### src/rtl/dsp_pkg.sv
package dsp_pkg;
  localparam int unsigned ADDR_W   = 3;
  localparam int unsigned PATH_W   = 32;
  localparam int unsigned CNT_W    = $clog2(PATH_W + 1);
  localparam int unsigned ID_W     = 16;
  localparam int unsigned CTRL_W   = 10;
  localparam int unsigned WIDE_W   = 32;
  localparam int unsigned NARROW_W = 12;

  typedef struct packed {
    logic sel;
    logic sdi;
    logic reset_n;
    logic freeze_n;
    logic exec;
    logic amode;
    logic sck;
  } dsp_lines_t;

  function automatic int unsigned reg_width(input logic [ADDR_W-1:0] a);
    case (a)
      3'd0:    reg_width = ID_W;
      3'd1:    reg_width = CTRL_W;
      3'd2:    reg_width = WIDE_W;
      3'd3:    reg_width = NARROW_W;
      default: reg_width = 1;
    endcase
  endfunction
endpackage

### src/rtl/dsp_sync.sv
module dsp_sync
  import dsp_pkg::*;
(
  input  logic       clk,
  input  logic       rst_n,
  input  dsp_lines_t lines_i,
  output dsp_lines_t lines_q,
  output logic       sck_rise
);
  dsp_lines_t stage_q;
  logic       sck_dly_q;

  always_ff @(posedge clk or negedge rst_n) begin
    if (!rst_n) begin
      stage_q   <= '{sel: 1'b0, sdi: 1'b0, reset_n: 1'b1, freeze_n: 1'b1,
                     exec: 1'b0, amode: 1'b0, sck: 1'b0};
      sck_dly_q <= 1'b0;
    end else begin
      stage_q   <= lines_i;
      sck_dly_q <= stage_q.sck;
    end
  end

  assign lines_q  = stage_q;
  assign sck_rise = stage_q.sck & ~sck_dly_q;
endmodule

### src/rtl/dsp_addr.sv
module dsp_addr
  import dsp_pkg::*;
(
  input  logic              clk,
  input  logic              rst_n,
  input  dsp_lines_t        lines_q,
  input  logic              sck_rise,
  output logic [ADDR_W-1:0] addr_q,
  output logic [ADDR_W-1:0] addr_nxt,
  output logic              addr_shift
);
  logic [ADDR_W-1:0] addr_d;

  assign addr_shift = sck_rise & lines_q.amode & ~lines_q.sel;
  assign addr_nxt   = {addr_q[ADDR_W-2:0], lines_q.sdi};

  always_comb begin
    addr_d = addr_q;
    if (addr_shift) addr_d = addr_nxt;
  end

  always_ff @(posedge clk or negedge rst_n) begin
    if (!rst_n) addr_q <= '0;
    else        addr_q <= addr_d;
  end
endmodule

### src/rtl/dsp_shift.sv
module dsp_shift
  import dsp_pkg::*;
#(
  parameter logic [ID_W-1:0] ID_VALUE = 16'h5180
) (
  input  logic                clk,
  input  logic                rst_n,
  input  dsp_lines_t          lines_q,
  input  logic                sck_rise,
  input  logic [ADDR_W-1:0]   addr_q,
  input  logic [ADDR_W-1:0]   addr_nxt,
  input  logic                addr_shift,
  input  logic [WIDE_W-1:0]   stat_wide_i,
  input  logic [NARROW_W-1:0] stat_narrow_i,
  output logic                sdo,
  output logic [CTRL_W-1:0]   ctrl_q,
  output logic [CNT_W-1:0]    cnt_q
);
  logic [PATH_W-1:0] path_q, path_d;
  logic [CTRL_W-1:0] ctrl_d;
  logic [CNT_W-1:0]  cnt_d;
  logic              data_edge, cap_edge;
  logic [PATH_W-1:0] cap_val;
  int unsigned       cur_w;

  assign data_edge = sck_rise & lines_q.sel & ~lines_q.amode;
  assign cap_edge  = data_edge & lines_q.exec;
  assign cur_w     = reg_width(addr_q);

  always_comb begin
    cap_val = '0;
    case (addr_q)
      3'd0:    cap_val[ID_W-1:0]     = ID_VALUE;
      3'd1:    cap_val[CTRL_W-1:0]   = ctrl_q;
      3'd2:    cap_val[WIDE_W-1:0]   = stat_wide_i;
      3'd3:    cap_val[NARROW_W-1:0] = stat_narrow_i;
      default: cap_val = '0;
    endcase
  end

  always_comb begin
    path_d = path_q;
    ctrl_d = ctrl_q;
    cnt_d  = cnt_q;
    if (addr_shift) begin
      cnt_d = '0;
      if (addr_nxt == '0) begin
        path_d = '0;
        path_d[ID_W-1:0] = ID_VALUE;
      end
    end else if (cap_edge) begin
      path_d = cap_val;
      cnt_d  = '0;
    end else if (data_edge) begin
      path_d = {path_q[PATH_W-2:0], lines_q.sdi};
      if (cnt_q != {CNT_W{1'b1}}) cnt_d = cnt_q + 1'b1;
      if (addr_q == 3'd1 && cnt_q == CNT_W'(CTRL_W - 1))
        ctrl_d = {path_q[CTRL_W-2:0], lines_q.sdi};
    end
    if (!lines_q.sel) cnt_d = '0;
  end

  always_ff @(posedge clk or negedge rst_n) begin
    if (!rst_n) begin
      path_q <= {{(PATH_W-ID_W){1'b0}}, ID_VALUE};
      ctrl_q <= '0;
      cnt_q  <= '0;
    end else begin
      path_q <= path_d;
      ctrl_q <= ctrl_d;
      cnt_q  <= cnt_d;
    end
  end

  assign sdo = lines_q.sel & path_q[cur_w - 1];
endmodule

### src/rtl/dbg_serial_port.sv
module dbg_serial_port
  import dsp_pkg::*;
#(
  parameter logic [ID_W-1:0] ID_VALUE = 16'h5180
) (
  input  logic                clk,
  input  logic                rst_n,
  input  logic                dbg_sel,
  input  logic                dbg_sdi,
  input  logic                dbg_reset_n,
  input  logic                dbg_freeze_n,
  input  logic                dbg_exec,
  input  logic                dbg_addr_mode,
  input  logic                dbg_sck,
  input  logic [WIDE_W-1:0]   stat_wide_i,
  input  logic [NARROW_W-1:0] stat_narrow_i,
  output logic                dbg_sdo,
  output logic [CTRL_W-1:0]   ctrl_q,
  output logic                dbg_reset_req,
  output logic                dbg_freeze_req
);
  dsp_lines_t        lines_i, lines_q;
  logic              sck_rise;
  logic [ADDR_W-1:0] addr_q, addr_nxt;
  logic              addr_shift;
  logic [CNT_W-1:0]  cnt_q;

  assign lines_i = '{sel: dbg_sel, sdi: dbg_sdi, reset_n: dbg_reset_n,
                     freeze_n: dbg_freeze_n, exec: dbg_exec,
                     amode: dbg_addr_mode, sck: dbg_sck};

  dsp_sync u_sync (
    .clk(clk), .rst_n(rst_n), .lines_i(lines_i),
    .lines_q(lines_q), .sck_rise(sck_rise)
  );

  dsp_addr u_addr (
    .clk(clk), .rst_n(rst_n), .lines_q(lines_q), .sck_rise(sck_rise),
    .addr_q(addr_q), .addr_nxt(addr_nxt), .addr_shift(addr_shift)
  );

  dsp_shift #(.ID_VALUE(ID_VALUE)) u_shift (
    .clk(clk), .rst_n(rst_n), .lines_q(lines_q), .sck_rise(sck_rise),
    .addr_q(addr_q), .addr_nxt(addr_nxt), .addr_shift(addr_shift),
    .stat_wide_i(stat_wide_i), .stat_narrow_i(stat_narrow_i),
    .sdo(dbg_sdo), .ctrl_q(ctrl_q), .cnt_q(cnt_q)
  );

  assign dbg_reset_req  = ~lines_q.reset_n;
  assign dbg_freeze_req = ~lines_q.freeze_n;
endmodule

### config.mk
export PLATFORM = sky130hd
export DESIGN_NAME = dbg_serial_port
export DESIGN_NICKNAME = d
export VERILOG_FILES = /design/src/rtl/dsp_pkg.sv /design/src/rtl/dsp_sync.sv /design/src/rtl/dsp_addr.sv /design/src/rtl/dsp_shift.sv /design/src/rtl/dbg_serial_port.sv
export SDC_FILE = /design/constraint.sdc
export NUM_CORES = 1
export LEC_CHECK = 0
export BUFFER_PORTS_ARGS = -buffer_cell sky130_fd_sc_hd__buf_4
export CAP_MARGIN = 30
export CORE_MARGIN = 2
export CORE_UTILIZATION = 45
export DETAILED_ROUTE_END_ITERATION = 16
export PLACE_DENSITY = 0.8
export SYNTH_ARGS = -nofsm -noshare
export SYNTH_HDL_FRONTEND = slang
export SYNTH_HIERARCHICAL = 1
export SYNTH_SLANG_ARGS = --single-unit
### constraint.sdc
create_clock -name clk -period 2.1 [get_ports clk]
set_input_delay 0.105 -clock clk [delete_from_list [all_inputs] [get_ports clk]]
set_output_delay 0.105 -clock clk [all_outputs]
set_load 0.01 [all_outputs]
==> results of run 1 <==
==> final cells by class <==
type | instances | area [sq um]
Sequential cell | 59 | 1480
Inverter | 7 | 26.3
Clock buffer | 11 | 141
Timing Repair Buffer | 83 | 643
Tap cell | 77 | 96.3
Clock inverter | 5 | 37.5
Fill cell | 587 | 2590
Multi-Input combinational cell | 211 | 1400
==> cells in the final DEF, fill, tap and decap left out, types with 3 or more instances in the layout <==
master and instances:
o32a_1 3, nor2b_1 6, a21oi_1 21, dfrtp_1 53
a31oi_1 7, nand2b_1 5, o21ai_1 6, inv_1 7
o21ai_0 58, nand2_1 32, clkbuf_8 10, nor2_1 4
nand3_1 4, mux2_2 11, mux2i_1 12, a2111oi_0 4
buf_4 75, mux2_4 3, a32oi_1 3, dfstp_2 6
dlygate4sd3_1 8
==> metal layers <==
metal,GRT usage,wire length (microns),vias up
met5,0,0,-
met4,0.0765,100,0
met3,0.0549,380,9
met2,0.335,3400,70
met1,0.270,3140,1240
li1,-,-,1227
==> cell usage after synthesis (6+ instances only) <==
cell	number	share of area
nor2b_1	6	0.012
dfrtp_1	53	0.44
o21ai_0	58	0.096
clkbuf_1	6	0.0075
o21ai_1	6	0.0099
nand2_1	32	0.040
buf_2	8	0.013
dfstp_2	6	0.052
a21oi_1	21	0.035
a31oi_1	7	0.014
inv_1	7	0.0087
mux2i_1	12	0.040
mux2_2	11	0.041
==> worst reg2reg max path: cells and delay by family (launching register included) <==
kind / cells / cell delay, ns
buffers and inverters: 1 / 0.09
flip-flops: 1 / 0.44
multiplexers: 1 / 0.35
AND/OR/NAND/NOR: 3 / 0.86
==> flip-flops by register name, indices dropped and copies added (netlist names) <==
signal            count
u_shift/path_q       32
u_shift/cnt_q         6
u_sync/sck_dly_q      1
u_addr/addr_q         3
u_shift/ctrl_q       10
u_sync/lines_q        7
==> cell families after synthesis <==
logic type | after synthesis | synth area share
mux | 26 | 0.0957
buf+inv | 28 | 0.0447
compound gates | 113 | 0.214
flops | 59 | 0.491
fa+ha+maj | 2 | 0.00828
xor+xnor | 1 | 0.00290
simple gates | 69 | 0.143
==> report_power, final <==
part | switching, mW | internal, mW
Combinational | 0.331 | 0.311
Clock | 0.456 | 0.464
Sequential | 0.169 | 1.33
Total | 0.955 | 2.10
==> worst paths after layout <==
kind                       cells after the start                 end  slack, ns
hold reg to reg                                0    u_sync/sck_dly_q       0.38
hold / removal                                 3  u_shift/path_q[19]       0.06
min in group asynchronous                      2    u_shift/cnt_q[0]       0.37
setup reg to reg                               5   u_shift/ctrl_q[8]       0.26
max in group asynchronous                      2    u_addr/addr_q[2]       1.24
setup / recovery                               6             dbg_sdo       0.22
==> repair_timing <==
action,in CTS,in global routing
endpoints found under the setup margin,0,1
hold buffers,8,0
resized for setup,0,1
hold endpoints to repair,60,0
setup buffers,0,0
==> stage by stage <==
step | utilization | setup WS, ns | hold WS [ns] | power (mW) | cells
finish | 0.597 | 0.223 | 0.0602 | 3.06 | 453
floorplan | - | 0.359 | -0.191 | 1.91 | 298
CTS | 0.597 | 0.205 | 0.0509 | 3.09 | 453
detailed placement | 0.556 | 0.220 | 0.215 | 2.15 | 429
global placement | 0.556 | 0.295 | 0.208 | 2.12 | 429
global route | 0.597 | 0.0441 | 0.0593 | 3.24 | 453
==> results.md, run 1 <==
* Crit path kind: register to output port
* Total setup violations reported at the end of the flow at 0
* Number of nets with antenna violations after routing at 0
* FFs w/ async S/R, synth at 1.00
* Number of buffer and inverter stages on the critical path at 2
* Number of clock sinks at 59
* Critical Path Max Stage Delay at about 0.50 ns
* TritonCTS clock tree: built
* Final Cycle Share at 0.894
* Clock edge transition at the registers on the reported setup and hold paths at about 0.070 ns
* Crit-path most repeated cell: buf_4
* Mapped cell area at slightly above 3000 sq um
* Class of the tightest hold or removal check: primary input to register
* Max Fclk at about 530 MHz
* Sort of element at the end of the critical path: output port
* Layout cell share with drive strength beyond 1 at 0.322
* Number of enable-type register cells in the synthesized netlist at 0
* I/O Buffers at 65
* Tightest Pin Transition at around 0.73 ns
* Sequential fraction of the synthesis area at 0.491
* Number of global-route vias before repair at 2648
* Maximum number of pins on one net before global-route repair at 60
* Core region area at 6420 sq um
* Headroom to the max-slew limit at 0.516
* Global-route wire length before repair at 12.1 mm
* 1st-pass router iterations at 5
* Placement-stage cell area at between 3000 and 4000 sq um
* Die width at approximately 86 microns
* Syn avg cell area at roughly 10 sq um
* Net Count, Synth at around 350
* Kind of cell adding the most delay to the critical path: flip-flops
* Global-route usage over all layers at 0.208
* Number of antenna cells inserted at 0
* DRC violation count after routing at 0
* Standard-cell row count at 29
* Number of distinct standard cells referenced by the synthesized netlist at 50
* Max-Cap Viols at 0
* Master cell of the clock root buffer: clkbuf_8
* Max-slew violation total from the final report at 0
* Status: completed
* Crit-path cells: buf_4 > nor3_1 > a211oi_1 > a21oi_1 > nor2_1 > buf_4
* RSZ-0062 raised after global routing: no
* Final nets at ~430
* Kind of launch point of the worst setup path: register
* I/O pin total at 66
* Die Footprint at between 7000 and 8000 sq um
* Power per standard cell area at 797 nW/um^2
* Synth-to-Final Area Change at 26.8%
* Flops & latches, synth at 59
* Worst setup path startpoint: u_addr/addr_q[0]
* Effective utilization at floorplan at 0.470
* Static leakage power at 1.79 nW
* Maximum fanout encountered on the critical timing path at 10
* Initial antenna violation count at 0
* Required time of the worst setup path at ~2.0 ns
* Arrival time reported for the critical path endpoint at about 1.8 ns
* Clock latency reported for the late side of the worst-skew pair at approximately 0.33 ns
* Setup TNS after final layout at 0 ns
* Post-DP HPWL at roughly 5.0 mm
* Number of buffers inserted during clock tree synthesis at 9
* Via count normalized by instance count at 5.62
* Cell with the largest stage delay on the worst path: dfrtp_1
* Final hold violations at 0
* DR vias at roughly 2500
* Routability congestion estimate from global placement at ~0.80
* Yosys warnings at 6
* Final instance area at between 3000 and 4000 sq um
* Main flop type after synthesis: dfrtp_1
* Starting DRC count in detailed routing at ~150
* DRT Wirelength at about 7.0 mm
* Worst VDD drop at 0.412 mV
* Post-Route Skew at 0.00901 ns
* Minimum clock period at 1.88 ns
* Startpoint of the lowest-slack register-to-register path: u_sync/lines_q[6]
* Wire length per cell after detailed routing at 15.5 microns
* Worst hold path startpoint: stat_wide_i[19]
* Max Buffers Root-to-Sink at 2
* Max H-tree Level at 3
* Chip height at 85.9 microns
* Number of standard cells after synthesis at around 300
* Total grt overflow at 0
(Power assumes the default switching activity.)
==> run 2, diff against run 1 <==
==> constraint.sdc (replaced) <==
create_clock -name clk -period 2.1 [get_ports clk]
set_input_delay 0.105 -clock clk [delete_from_list [all_inputs] [get_ports clk]]
set_output_delay 0.105 -clock clk [all_outputs]
set_load 0.1 [all_outputs]
==> run 2 against run 1 <==
  * Maximum frequency is 6.3% lower
  * Die area did not move
  * Clock skew up 0.0046 ns
  * Sequential cell count stayed put
  * Total power is 5.2% higher
  * Sequential share of layout area fell by 0.15 points
  * Setup slack lost 0.13 ns
  * Final cell count down 0.44%
==> results.md, run 2 (synthesis gave the netlist of run 1 again) <==
* Global-route usage over all layers at 0.205 (was 0.208)
* Core utilization of the finished layout at 0.599 (was 0.597)
* Master cell of the clock root buffer: clkbuf_8 (unchanged)
* Maximum number of pins on one net before global-route repair at 60 (unchanged)
* Final Cycle Share at 0.954 (was 0.894)
* Post-Route Skew at 0.0136 ns (was 0.00901 ns)
* Final instance area at 3850 sq um (was 3830 sq um)
* Die Footprint at 7390 sq um (unchanged)
* Max-Cap Viols at 0 (unchanged)
* DR vias at 2552 (was 2546)
* Final nets at 424 (was 426)
* Setup Slack @ Placement at 0.232 ns (was 0.220 ns)
* Post CTS Setup Buffer Count at 0 (unchanged)
* Standard-cell row count at 29 (unchanged)
* Number of clock sinks at 59 (unchanged)
* Final Worst Setup Slack at 0.0969 ns (was 0.223 ns)
* Power per standard cell area at 836 nW/um^2 (was 797 nW/um^2)
* Placed cells at 427 (was 429)
* Number of buffers inserted during clock tree synthesis at 9 (unchanged)
* Post-route insts no fill at 451 (was 453)
* DRC violation count after routing at 0 (unchanged)
* Effective utilization at floorplan at 0.470 (unchanged)
* Headroom to the max-slew limit at 0.510 (was 0.516)
* Number of nets with antenna violations after routing at 0 (unchanged)
* Synth-to-Final Area Change at 27.3% (was 26.8%)
* Required time of the worst setup path at 2.00 ns (about the same)
* Kind of cell adding the most delay to the critical path: flip-flops (unchanged)
* Number of antenna cells inserted at 0 (unchanged)
* RSZ-0062 raised after global routing: no (unchanged)
* Total setup violations reported at the end of the flow at 0 (unchanged)
* Initial antenna violation count at 0 (unchanged)
* Placement-stage cell area at 3580 sq um (was 3570 sq um)
* Chip height at 85.9 microns (unchanged)
* 1st-pass router iterations at 4 (was 5)
* Total grt overflow at 0 (unchanged)
* Crit path kind: register to output port (unchanged)
* Static leakage power at 1.80 nW (was 1.79 nW)
* Maximum fanout encountered on the critical timing path at 15 (was 10)
* Status: completed (unchanged)
* DRT Wirelength at 7.15 mm (was 7.03 mm)
* Final hold violations at 0 (unchanged)
* Wire length per cell after detailed routing at 15.9 microns (was 15.5 microns)
* Global-route wire length before repair at 11.8 mm (was 12.1 mm)
* Routability congestion estimate from global placement at 0.788 (was 0.803)
* Max-slew violation total from the final report at 0 (unchanged)
* Number of buffer and inverter stages on the critical path at 1 (was 2)
* Max Buffers Root-to-Sink at 2 (unchanged)
* Post-DP HPWL at 4.80 mm (was 4.96 mm)
* Core region area at 6420 sq um (unchanged)
* Die width at 85.9 microns (unchanged)
* Clock edge transition at the registers on the reported setup and hold paths at 0.07 ns (about the same)
* Kind of launch point of the worst setup path: register (unchanged)
* Critical Path Max Stage Delay at 0.63 ns (was 0.50 ns)
* Register name with the most flops: u_shift/path_q (unchanged)
* Most used cells in the layout excluding fill and tap cells: buf_4 (72), o21ai_0 (58), dfrtp_1 (53), nand2_1 (32), a21oi_1 (21) (was buf_4 (75), o21ai_0 (58), dfrtp_1 (53), nand2_1 (32), a21oi_1 (21))
* Starting DRC count in detailed routing at 126 (was 151)
* TritonCTS clock tree: built (unchanged)
* Class of the tightest hold or removal check: primary input to register (unchanged)
* Minimum clock period at 2.00 ns (was 1.88 ns)
* Number of global-route vias before repair at 2538 (was 2648)
* Sort of element at the end of the critical path: output port (unchanged)
* Number of flip-flops under the largest register name at 32 (unchanged)
* Tightest Pin Transition at 0.735 ns (was 0.725 ns)
* I/O Buffers at 65 (unchanged)
* Max Fclk at 499 MHz (was 533 MHz)
* I/O pin total at 66 (unchanged)
* Crit-path cells: nor3_1 > a211oi_1 > a21oi_1 > nor2_4 > buf_4 (was buf_4 > nor3_1 > a211oi_1 > a21oi_1 > nor2_1 > buf_4)
* Setup TNS after final layout at 0 ns (unchanged)
* Via count normalized by instance count at 5.66 (was 5.62)
* Max H-tree Level at 3 (unchanged)
* Arrival time reported for the critical path endpoint at 1.90 ns (was 1.77 ns)
* Most common cell after layout, fill and taps aside: buf_4 (unchanged)
* Clock latency reported for the late side of the worst-skew pair at 0.34 ns (was 0.33 ns)
* Worst VDD drop at 0.414 mV (was 0.412 mV)
* Layout cell share with drive strength beyond 1 at 0.313 (was 0.322)
* Cell with the largest stage delay on the worst path: dfrtp_1 (unchanged)
## run 2: cell types whose count changed in the layout (fill, tap and decap cells not counted)
cell | before | now
and4bb_1 | 0 | 1
and4bb_2 | 2 | 1
buf_12 | 0 | 1
buf_4 | 75 | 72
bufinv_16 | 0 | 1
clkbuf_1 | 1 | 3
clkinv_2 | 1 | 2
clkinv_4 | 1 | 0
clkinvlp_4 | 2 | 0
inv_6 | 1 | 0
nor2_1 | 4 | 3
nor2_4 | 1 | 2
## run 2: timing repair
action / 4_1_cts / 5_1_grt
endpoints found under the hold margin: 60 / 0
gates resized for setup: 0 / 0
hold buffers: 8 / 0
## run 2: worst paths after layout
check / cells past startpoint / slack [ns] / endpoint / startpoint
min in group asynchronous: 2 / 0.37 / u_shift/cnt_q[3] / rst_n
worst max register to register: 5 / 0.20 / u_shift/path_q[12] / u_sync/lines_q[0]
worst min-delay path: 3 / 0.05 / u_shift/path_q[21] / stat_wide_i[21]
max in group asynchronous: 2 / 1.23 / u_addr/addr_q[1] / rst_n
worst max-delay path: 5 / 0.1 / dbg_sdo / u_addr/addr_q[0]
worst min register to register: 0 / 0.40 / u_sync/sck_dly_q / u_sync/lines_q[0]
## run 2: per-layer routing
| metal | vias up | global-route usage | share of wire |
|---|---|---|---|
| met5 | - | 0 | 0 |
| met4 | 0 | 0.114 | 0.024 |
| li1 | 1221 | - | - |
| met2 | 96 | 0.319 | 0.46 |
| met1 | 1222 | 0.277 | 0.45 |
| met3 | 13 | 0.0289 | 0.061 |
## run 2: tightest hold or removal path, stage by stage
cell and delay (ns):
buf_4 0.08, a21oi_1 0.05, o21ai_1 0.12
## run 2: stage by stage
step                power, mW  hold slack (ns)
CTS                      3.23           0.0408
floorplan                1.98           -0.191
finish                   3.22           0.0523
global route             3.39           0.0588
global placement         2.19            0.214
detailed placement       2.22            0.215
## run 2: layout make-up
class | count | area (sq um)
well taps | 77 | 96.3
clock inverters | 3 | 40.0
multi-input cells | 211 | 1410
inverters | 7 | 26.3
fillers | 550 | 2580
repair buffers | 81 | 641
flip-flops and latches | 59 | 1480
clock buffers | 13 | 149
## run 2: power by group
part	internal [mW]	switching, mW
logic	0.316	0.393
registers	1.33	0.182
clock network	0.578	0.420
total	2.22	0.995
==> run 3, diff against run 2 <==
--- a/config.mk
+++ b/config.mk
@@ -10,7 +10,7 @@
 export CORE_MARGIN = 2
 export CORE_UTILIZATION = 45
 export DETAILED_ROUTE_END_ITERATION = 16
-export PLACE_DENSITY = 0.8
+export PLACE_DENSITY = 0.76
 export SYNTH_ARGS = -nofsm -noshare
 export SYNTH_HDL_FRONTEND = slang
 export SYNTH_HIERARCHICAL = 1
==> constraint.sdc (replaced) <==
create_clock -name clk -period 2.1 [get_ports clk]
set_input_delay 0.42 -clock clk [delete_from_list [all_inputs] [get_ports clk]]
set_output_delay 0.42 -clock clk [all_outputs]
set_load 0.1 [all_outputs]
==> run 3 against run 2 <==
  * Register-to-register slack got worse by 0.09 ns
  * Non-clock buffer count fell by 6
  * Final cell count fell by 1.3%
  * Combinational power rose by 8.7%
  * Sequential power fell by 3%
  * Critical path depth did not move
  * Global-route usage fell by 0.54 points
  * Largest cell class unchanged
  * Clock skew fell by 0.0088 ns
  * Sequential share of layout area rose by 0.52 points
  * Clock power barely moved
  * Design area fell by 1.2%
==> results.md, run 3 (synthesis gave the netlist of run 1 again) <==
* Headroom to the max-slew limit at 0.512 (was 0.510)
* Max-Cap Viols at 0 (unchanged)
* Worst VDD drop at 0.489 mV (was 0.414 mV)
* I/O Buffers at 65 (unchanged)
* TritonCTS clock tree: built (unchanged)
* Setup Slack @ Placement at 0.167 ns (was 0.232 ns)
* Global-route wire length before repair at 11.6 mm (was 11.8 mm)
* Kind of cell adding the most delay to the critical path: flip-flops (unchanged)
* Global-route usage over all layers at 0.200 (was 0.205)
* Tightest Pin Transition at 0.732 ns (was 0.735 ns)
* Switching Share at 0.302 (was 0.310)
* Core region area at 6420 sq um (unchanged)
* Most used cells in the layout excluding fill and tap cells: buf_4 (74), o21ai_0 (58), dfrtp_1 (52), nand2_1 (32), a21oi_1 (21) (was buf_4 (72), o21ai_0 (58), dfrtp_1 (53), nand2_1 (32), a21oi_1 (21))
* Number of global-route vias before repair at 2448 (was 2538)
* Required time of the worst setup path at 1.68 ns (was 2.00 ns)
* Starting DRC count in detailed routing at 98 (was 126)
* Arrival time reported for the critical path endpoint at 1.61 ns (was 1.90 ns)
* Worst setup path startpoint: u_addr/addr_q[1] (was u_addr/addr_q[0])
* Die width at 85.9 microns (unchanged)
* Number of antenna cells inserted at 0 (unchanged)
* Startpoint of the lowest-slack register-to-register path: u_sync/lines_q[6] (was u_sync/lines_q[0])
* I/O pin total at 66 (unchanged)
* Reg power frac at 0.453 (was 0.469)
* Chip height at 85.9 microns (unchanged)
* Clock latency reported for the late side of the worst-skew pair at 0.33 ns (was 0.34 ns)
* Initial antenna violation count at 0 (unchanged)
* Total grt overflow at 0 (unchanged)
* Gate power share at 0.237 (was 0.221)
* Status: completed (unchanged)
* Number of cell instances on the worst register-to-register path at 5 (unchanged)
* Wire length per cell after detailed routing at 15.9 microns (about the same)
* Setup slack of the worst register-to-register path at 0.11 ns (was 0.20 ns)
* Last element of the critical path: dbg_sdo (unchanged)
* Power per standard cell area at 857 nW/um^2 (was 836 nW/um^2)
* Crit-path cells: mux2i_1 > a211oi_1 > a21oi_1 > nor2_4 > buf_12 (was nor3_1 > a211oi_1 > a21oi_1 > nor2_4 > buf_4)
* Final Worst Setup Slack at 0.0732 ns (was 0.0969 ns)
* 1st-pass router iterations at 5 (was 4)
* DRT Wirelength at 7.06 mm (was 7.15 mm)
* Maximum number of pins on one net before global-route repair at 60 (unchanged)
* Int Pwr at 2.27 mW (was 2.22 mW)
* Worst hold margin at 0.159 ns (was 0.0523 ns)
* Static leakage power at 1.78 nW (was 1.80 nW)
* Number of nets with antenna violations after routing at 0 (unchanged)
* Effective utilization at floorplan at 0.470 (unchanged)
* Class of the tightest hold or removal check: primary input to async pin (was primary input to register)
* Critical Path Max Stage Delay at 0.46 ns (was 0.63 ns)
* Sw power at 0.982 mW (was 0.995 mW)
* Cell with the largest stage delay on the worst path: dfrtp_2 (was dfrtp_1)
* Post-Route Skew at 0.00483 ns (was 0.0136 ns)
* Sort of element at the end of the critical path: output port (unchanged)
* Die Footprint at 7390 sq um (unchanged)
* Standard-cell row count at 29 (unchanged)
* Final hold violations at 0 (unchanged)
* Kind of launch point of the worst setup path: register (unchanged)
* Post-DP HPWL at 4.92 mm (was 4.80 mm)
* Total setup violations reported at the end of the flow at 0 (unchanged)
* Final nets at 419 (was 424)
* Number of buffer and inverter stages on the critical path at 1 (unchanged)
* Most common cell after layout, fill and taps aside: buf_4 (unchanged)
* Fraction of power consumed by the clock network at 0.310 (about the same)
* Register name with the most flops: u_shift/path_q (unchanged)
* Max H-tree Level at 3 (unchanged)
* Critical Path Stages at 5 (unchanged)
* Synth-to-Final Area Change at 25.7% (was 27.3%)
* Max Fclk at 493 MHz (was 499 MHz)
* Critical register-to-register path endpoint: u_shift/ctrl_q[2] (was u_shift/path_q[12])
* Minimum clock period at 2.03 ns (was 2.00 ns)
* Number of buffers inserted during clock tree synthesis at 9 (unchanged)
* Number of flip-flops under the largest register name at 32 (unchanged)
* Layout cell share with drive strength beyond 1 at 0.332 (was 0.313)
* Maximum fanout encountered on the critical timing path at 5 (was 15)
* Max-slew violation total from the final report at 0 (unchanged)
* DR vias at 2490 (was 2552)
* CTS Hold Buffers Added at 0 (was 8)
* Crit path kind: register to output port (unchanged)
* DRC violation count after routing at 0 (unchanged)
* Routability congestion estimate from global placement at 0.822 (was 0.788)
* RSZ-0062 raised after global routing: yes (was no)
* Via count normalized by instance count at 5.60 (was 5.66)
* Master cell of the clock root buffer: clkbuf_8 (unchanged)
* Number of clock sinks at 59 (unchanged)
* Clock edge transition at the registers on the reported setup and hold paths at 0.06 ns (was 0.07 ns)
* Max Buffers Root-to-Sink at 2 (unchanged)
* Final Cycle Share at 0.965 (was 0.954)
[run 3: worst min-delay path by stage]
stage / startpoint / endpoint / slack, ns / depth (start not counted)
after floorplan: rst_n / u_addr/addr_q[0] / 0.12 / 0
after global placement: u_sync/lines_q[0] / u_sync/sck_dly_q / 0.38 / 0
after detailed placement: u_sync/lines_q[0] / u_sync/sck_dly_q / 0.39 / 0
after CTS: rst_n / u_addr/addr_q[2] / 0.17 / 1
after global routing: dbg_reset_n / u_sync/lines_q[4] / 0.17 / 1
final: rst_n / u_sync/lines_q[5] / 0.16 / 1
[run 3: final cells by class]
class,count,area (sq um)
clock inverters,2,35.0
inverters,7,26.3
well taps,77,96.3
flip-flops and latches,59,1490
repair buffers,75,576
clock buffers,13,159
fillers,549,2620
multi-input cells,212,1420
[run 3: stage by stage]
step	setup TNS, ns	instances	utilization	power, mW	area, sq um
2_1_floorplan	0	298	-	1.99	3040
3_3_place_gp	0	427	0.555	2.19	3560
3_5_place_dp	0	427	0.555	2.21	3560
4_1_cts	0	442	0.587	3.24	3770
5_1_grt	-0.0394	445	0.591	3.43	3800
6_report	0	445	0.591	3.26	3800
[run 3: repair_timing]
item	in CTS	in global routing
setup buffers	0	2
endpoints found under the setup margin	1	23
gates resized for setup	3	2
cloned	0	1
pin swaps	0	1
[run 3: power groups by stage]
stage | Sequential [mW] | Combinational, mW | Clock [mW]
6_report | 1.47 | 0.772 | 1.01
4_1_cts | 1.48 | 0.728 | 1.04
3_3_place_gp | 1.49 | 0.700 | 0
2_1_floorplan | 1.42 | 0.571 | 0
5_1_grt | 1.49 | 0.851 | 1.08
3_5_place_dp | 1.49 | 0.716 | 0
[run 3: per-layer routing]
layer,vias up,track usage,share of wire
met3,9,0.0577,0.064
met2,91,0.304,0.45
met5,-,0,0
met1,1179,0.277,0.47
li1,1211,-,-
met4,0,0.0635,0.013
[run 3: worst reg2reg max path, delay by kind of cell, from the launching register on]
kind                   cells  cell delay, ns
muxes                      1            0.35
DFF                        1            0.48
and+or+nand+nor            3            0.99
buffers and inverters      1            0.08
